[src/rtl/lsc_pkg.sv]
package lsc_pkg;
  typedef enum logic [1:0] {
    ST_IDLE,
    ST_REQ,
    ST_WAIT,
    ST_CONV
  } lsc_state_e;

  typedef enum logic [1:0] {
    WD_PTR,
    WD_CHAN,
    WD_LO,
    WD_HI
  } lsc_word_e;
endpackage

[src/rtl/lsc_limit_cmp.sv]
module lsc_limit_cmp #(
  parameter int DW         = 16,
  parameter bit SIGNED_CMP = 1'b0
) (
  input  logic [DW-1:0] sample,
  input  logic [DW-1:0] lim_lo,
  input  logic [DW-1:0] lim_hi,
  output logic          below,
  output logic          above,
  output logic          out_of_range
);
  generate
    if (SIGNED_CMP) begin : g_signed
      assign below = $signed(sample) < $signed(lim_lo);
      assign above = $signed(sample) > $signed(lim_hi);
    end else begin : g_unsigned
      assign below = sample < lim_lo;
      assign above = sample > lim_hi;
    end
  endgenerate

  assign out_of_range = below | above;
endmodule

[src/rtl/lsc_seq.sv]
module lsc_seq
  import lsc_pkg::*;
#(
  parameter int          AW       = 16,
  parameter int          DW       = 16,
  parameter int          CHW      = 4,
  parameter int          IXW      = 8,
  parameter logic [AW-1:0] PTR_ADDR = '0
) (
  input  logic           clk,
  input  logic           rst_n,
  input  logic           scan_stop,
  output logic           mem_req_valid,
  input  logic           mem_req_ready,
  output logic [AW-1:0]  mem_req_addr,
  input  logic           mem_rsp_valid,
  input  logic [DW-1:0]  mem_rsp_data,
  output logic [CHW-1:0] adc_chan,
  output logic           adc_start,
  input  logic           adc_done,
  input  logic           cmp_out,
  input  logic [DW-1:0]  adc_data,
  output logic [DW-1:0]  lim_lo,
  output logic [DW-1:0]  lim_hi,
  output logic           alarm_valid,
  output logic [IXW-1:0] alarm_index,
  output logic [DW-1:0]  alarm_sample
);
  localparam int ENDB = DW - 1;

  lsc_state_e     state_q;
  lsc_word_e      word_q;
  logic           started_q;
  logic [AW-1:0]  addr_q;
  logic [IXW-1:0] idx_q;

  assign mem_req_valid = (state_q == ST_REQ);
  assign mem_req_addr  = (word_q == WD_PTR) ? PTR_ADDR : addr_q;
  assign adc_start     = (state_q == ST_CONV) && !started_q;

  always_ff @(posedge clk) begin
    if (!rst_n) begin
      state_q      <= ST_IDLE;
      word_q       <= WD_PTR;
      started_q    <= 1'b0;
      addr_q       <= '0;
      idx_q        <= '0;
      adc_chan     <= '0;
      lim_lo       <= '0;
      lim_hi       <= '0;
      alarm_valid  <= 1'b0;
      alarm_index  <= '0;
      alarm_sample <= '0;
    end else begin
      alarm_valid <= 1'b0;
      unique case (state_q)
        ST_IDLE: begin
          if (!scan_stop) begin
            state_q <= ST_REQ;
            word_q  <= WD_PTR;
          end
        end
        ST_REQ: begin
          if (mem_req_ready) state_q <= ST_WAIT;
        end
        ST_WAIT: begin
          if (mem_rsp_valid) begin
            unique case (word_q)
              WD_PTR: begin
                addr_q  <= AW'(mem_rsp_data);
                idx_q   <= '0;
                word_q  <= WD_CHAN;
                state_q <= ST_REQ;
              end
              WD_CHAN: begin
                if (mem_rsp_data[ENDB]) begin
                  word_q  <= WD_PTR;
                  state_q <= scan_stop ? ST_IDLE : ST_REQ;
                end else begin
                  adc_chan <= mem_rsp_data[CHW-1:0];
                  addr_q   <= addr_q + 1'b1;
                  word_q   <= WD_LO;
                  state_q  <= ST_REQ;
                end
              end
              WD_LO: begin
                lim_lo  <= mem_rsp_data;
                addr_q  <= addr_q + 1'b1;
                word_q  <= WD_HI;
                state_q <= ST_REQ;
              end
              WD_HI: begin
                lim_hi    <= mem_rsp_data;
                addr_q    <= addr_q + 1'b1;
                started_q <= 1'b0;
                state_q   <= ST_CONV;
              end
              default: state_q <= ST_IDLE;
            endcase
          end
        end
        ST_CONV: begin
          started_q <= 1'b1;
          if (adc_done && started_q) begin
            alarm_valid  <= cmp_out;
            alarm_index  <= idx_q;
            alarm_sample <= adc_data;
            idx_q        <= idx_q + 1'b1;
            word_q       <= WD_CHAN;
            state_q      <= ST_REQ;
          end
        end
        default: state_q <= ST_IDLE;
      endcase
    end
  end
endmodule

[src/rtl/limit_scanner.sv]
module limit_scanner #(
  parameter int            AW         = 16,
  parameter int            DW         = 16,
  parameter int            CHW        = 4,
  parameter int            IXW        = 8,
  parameter logic [AW-1:0] PTR_ADDR   = '0,
  parameter bit            SIGNED_CMP = 1'b0
) (
  input  logic           clk,
  input  logic           rst_n,
  input  logic           scan_stop,
  output logic           mem_req_valid,
  input  logic           mem_req_ready,
  output logic [AW-1:0]  mem_req_addr,
  input  logic           mem_rsp_valid,
  input  logic [DW-1:0]  mem_rsp_data,
  output logic [CHW-1:0] adc_chan,
  output logic           adc_start,
  input  logic           adc_done,
  input  logic [DW-1:0]  adc_data,
  output logic           alarm_valid,
  output logic [IXW-1:0] alarm_index,
  output logic [DW-1:0]  alarm_sample
);
  logic [DW-1:0] lim_lo, lim_hi;
  logic          below, above, cmp_out;

  lsc_limit_cmp #(.DW(DW), .SIGNED_CMP(SIGNED_CMP)) u_cmp (
    .sample       (adc_data),
    .lim_lo       (lim_lo),
    .lim_hi       (lim_hi),
    .below        (below),
    .above        (above),
    .out_of_range (cmp_out)
  );

  lsc_seq #(
    .AW(AW), .DW(DW), .CHW(CHW), .IXW(IXW), .PTR_ADDR(PTR_ADDR)
  ) u_seq (
    .clk           (clk),
    .rst_n         (rst_n),
    .scan_stop     (scan_stop),
    .mem_req_valid (mem_req_valid),
    .mem_req_ready (mem_req_ready),
    .mem_req_addr  (mem_req_addr),
    .mem_rsp_valid (mem_rsp_valid),
    .mem_rsp_data  (mem_rsp_data),
    .adc_chan      (adc_chan),
    .adc_start     (adc_start),
    .adc_done      (adc_done),
    .cmp_out       (cmp_out),
    .adc_data      (adc_data),
    .lim_lo        (lim_lo),
    .lim_hi        (lim_hi),
    .alarm_valid   (alarm_valid),
    .alarm_index   (alarm_index),
    .alarm_sample  (alarm_sample)
  );

  logic unused_flags;
  assign unused_flags = below ^ above;
endmodule

[config.mk]
export PLATFORM = sky130hd
export DESIGN_NAME = limit_scanner
export DESIGN_NICKNAME = d
export VERILOG_FILES = /design/src/rtl/lsc_pkg.sv /design/src/rtl/lsc_limit_cmp.sv /design/src/rtl/lsc_seq.sv /design/src/rtl/limit_scanner.sv
export SDC_FILE = /design/constraint.sdc
export NUM_CORES = 1
export LEC_CHECK = 0
export CORE_MARGIN = 2
export CORE_UTILIZATION = 33
export DETAILED_ROUTE_END_ITERATION = 7
export PLACE_DENSITY_LB_ADDON = 0.12
export SYNTH_ARGS = -nofsm -noshare
export SYNTH_HDL_FRONTEND = slang
export SYNTH_SLANG_ARGS = --single-unit
[constraint.sdc]
create_clock -name clk -period 2.7 [get_ports clk]
set_input_delay 0.27 -clock clk [delete_from_list [all_inputs] [get_ports clk]]
set_output_delay 0.27 -clock clk [all_outputs]
set_load 0.01 [all_outputs]
==> impl_metrics.py <==
metrics = {
    "routing": {
        "wl_mm": 12.87,
        "vias_per_cell": 4.913,
        "routedWlPerCell_um": 14.69,
        "drc": 0,
        "drt-initial-drc-count": 212,
        "vias": 4304,
        "drt-pass1-iter-count": 4,
        "postRouteAntennaNets": 0,
    },
    "sta": {
        "final.min_clock_period_ps": 2403,
        "finalSetupViolCount": 0,
        "tns_ps": 0,
        "finalMaxSlewViolations": 0,
        "fmax_ghz": 0.4162,
        "final.setup_skew_ps": 8.574,
        "relSlewSlack_pct": 52.87,
        "worstMarginPinSlew_ps": 705.0,
        "rsz0062_at_grt": "false",
        "min_period_over_period_pct": 88.99,
        "hold_viol_final": 0,
    },
    "yosys": {
        "synth_area_um2": 4842,
        "ys_seq_elements": 90,
        "async_flop_share_pct": 0,
        "synthCells": 610,
        "ys_types": 45,
        "syn_nets": 690,
        "seq_area_frac_synth_pct": 37.21,
        "ys.flop_type": "dfxtp_1",
        "synth_edf_count": 0,
        "synth.area.top_cells": "dfxtp_1 37%, ha_1 11%, nand2_1 11%, a21boi_0 7.1%, inv_1 3.3%",
        "yosysWarningCount": 0,
        "synth_top_area_share_pct": 37.21,
        "syn_area_per_cell_um2": 7.938,
        "synth_largest_area_cell": "dfxtp_1",
    },
    "min_path": {
        "hold_path_end": "u_seq.lim_lo[6]",
        "worstHoldStart": "u_seq.lim_lo[6]",
        "min_path_type": "reg2reg",
        "hold_depth": 2,
    },
    "clocking": {
        "clk_latency_ps": 350,
        "cts-root-buf": "clkbuf_16",
        "postCtsSetupBuffers": 0,
        "h-tree-depth": 3,
        "cts_resized": 0,
        "clkSlewWorstSetupHoldPaths_ps": 70,
        "cts.sinks": 90,
        "cts_hold_buffers": 0,
        "cts_tree": "done",
        "numCtsBuffers": 9,
        "cts_buffer_depth": 2,
    },
    "power": {
        "power.total_uw": 3137,
        "ir_drop_mv": 0.2922,
        "power_density_nw_per_um2": 504.5,
        "leakagePower_uw": 0.002172,
    },
    "critical_path": {
        "path_class": "reg2out",
        "crit_slowest_cell": "clkdlybuf4s50_1",
        "reg2reg_depth": 7,
        "cp-startpoint": "u_seq.word_q[0]",
        "cp_max_fo": 49,
        "cp_top_family": "buffers and inverters",
        "cp_data_required_time_ps": 2430,
        "path_cells": "inv_1 -> ha_1 -> buf_12 -> nor2b_1 -> clkdlybuf4s50_1",
        "r2r_end": "u_seq.idx_q[6]",
        "worst-path-buf-inv": 3,
        "cp-end-kind": "output port",
        "cp_slowest_stage_delay_ps": 580,
        "r2r-start": "u_seq.state_q[0]",
        "r2r_slack_ps": 610,
        "crit_arrival_ps": 2130,
        "critPathLaunchType": "register",
    },
    "outcome": {
        "status": "finished, final reports clean",
    },
    "finish": {
        "area_growth_syn_to_layout_pct": 28.42,
        "drive_above_1_share_pct": 4.769,
        "n_antenna_cell": 0,
        "multi_input_area_um2": 2768,
        "layout.nets": 767,
        "ff_latch_area_um2": 1802,
        "nFillCells": 1523,
    },
    "placement": {
        "numPortBuffers": 84,
        "gp_congestion": 0.8952,
        "dp_hpwl_mm": 9.463,
    },
    "floorplan": {
        "initial_core_util_pct": 33.57,
        "ios": 85,
        "core_um2": 14420,
        "dieHeight_um": 125.1,
        "dieArea_um2": 15660,
        "die_x_um": 125.1,
        "rows": 44,
    },
    "global_route": {
        "grt.overflow.total": 0,
        "grt_pass1_wl_mm": 21.74,
        "grt.total_usage_pct": 16.96,
        "grt_max_degree": 50,
        "grt_pass1_vias": 4348,
        "antenna_found_initial": 0,
    },
    "flow_run": {
        "max_cap_violations": 0,
    },
}
## stage by stage
stage / util (%) / instances / hold slack (ps) / setup WS (ps) / instance area, um^2
floorplan: - / 610 / 404.8 / 887.6 / 4842
global placement: 40.86 / 860 / 445.3 / 624.6 / 5893
detailed placement: 40.86 / 860 / 449.5 / 597.2 / 5893
CTS: 43.11 / 876 / 458.8 / 288.2 / 6218
global route: 43.11 / 876 / 475.0 / 197.5 / 6218
finish: 43.11 / 876 / 454.3 / 297.2 / 6218
## power by group
group          internal (uW)  switching [uW]
clock                    817             568
combinational            176             219
sequential              1340            15.9
total                   2330             802
## metal layers
layer  wire, um  GRT usage (%)  up-vias  part of all wire [%]
li1           -              -     2227                     -
met1       6535          23.23     1962                    51
met2       5506          26.28       95                    43
met3        526          2.910       20                   4.1
met4        297          7.451        0                   2.3
met5          0              0        -                     0
## kinds of logic after synthesis
logic type      after synthesis  synth area share [%]
buf+inv                      71                 5.633
compound gates              138                 19.46
mux                           9                 1.886
flops                        90                 37.21
fa+ha+maj                    42                 10.85
xor+xnor                      7                 1.266
simple gates                253                 23.70
## state kept, by name, indices dropped and copies added (netlist names)
signal	flops
u_seq.addr_q	16
u_seq.alarm_sample	16
u_seq.lim_hi	16
u_seq.lim_lo	16
u_seq.alarm_index	8
u_seq.idx_q	8
u_seq.adc_chan	4
u_seq.state_q	2
u_seq.word_q	2
u_seq.alarm_valid	1
u_seq.started_q	1
## how the worst max path moves through the flow
stage | endpoint | cells after the start | slack, ps
2_1_floorplan | u_seq.word_q[1] | 7 | 890
3_5_place_dp | u_seq.word_q[0] | 6 | 600
6_report | mem_req_addr[15] | 5 | 300
4_1_cts | mem_req_addr[15] | 5 | 290
3_3_place_gp | u_seq.word_q[0] | 6 | 620
5_1_grt | mem_req_addr[15] | 5 | 200
## placed cells by master, fill, tap and decap left out, types with 10 or more instances in the layout
cell,instances
dfxtp_1,90
nand3_1,16
a21oi_1,31
inv_1,42
buf_4,10
clkdlybuf4s50_1,84
nor2_1,31
nor2b_1,24
a21boi_0,46
ha_1,42
nand4_1,11
nand2_1,138
o21ai_0,16
## area by class of cell
cell class / count / area share, %
Multi-Input combinational cell: 449 / 44.51
Clock inverter: 7 / 1.610
Timing Repair Buffer: 95 / 15.05
Sequential cell: 90 / 28.97
Clock buffer: 9 / 3.622
Inverter: 42 / 2.535
Tap cell: 184 / 3.702
## worst reg2reg max path: cells and delay by family (launching register included)
family                   cells  cell delay, ps
AND/OR/NAND/NOR              3             830
flip-flops                   1             360
adder cells (fa/ha/maj)      1             360
AO/OA/AOI/OAI                1             220
XOR/XNOR                     1             160
buffers and inverters        1              90
## cells in the mapped netlist (2+ instances only)
library cell    n
inv_1          42
nand2_1       138
o31ai_1         4
and3_1          4
nand2b_1        2
dfxtp_1        90
nor4_1          4
a22oi_1         6
o21ai_0        16
buf_2           5
nand3_1        16
o41ai_1         2
a21boi_1        2
nand4_1        11
a211oi_1        8
a21o_1          5
or3_1           3
mux2i_1         8
a21oi_1        31
nor3_1          9
o21a_1          2
nor2_1         31
a22o_1          2
o22ai_1         2
a21boi_0       46
nand3_2         2
xor2_1          5
xnor2_1         2
clkbuf_1       23
and2_1          6
nor2b_1        24
ha_1           42
a31oi_1         2
o211ai_1        2
a221o_1         3
Power figures use the tool's default switching activity.
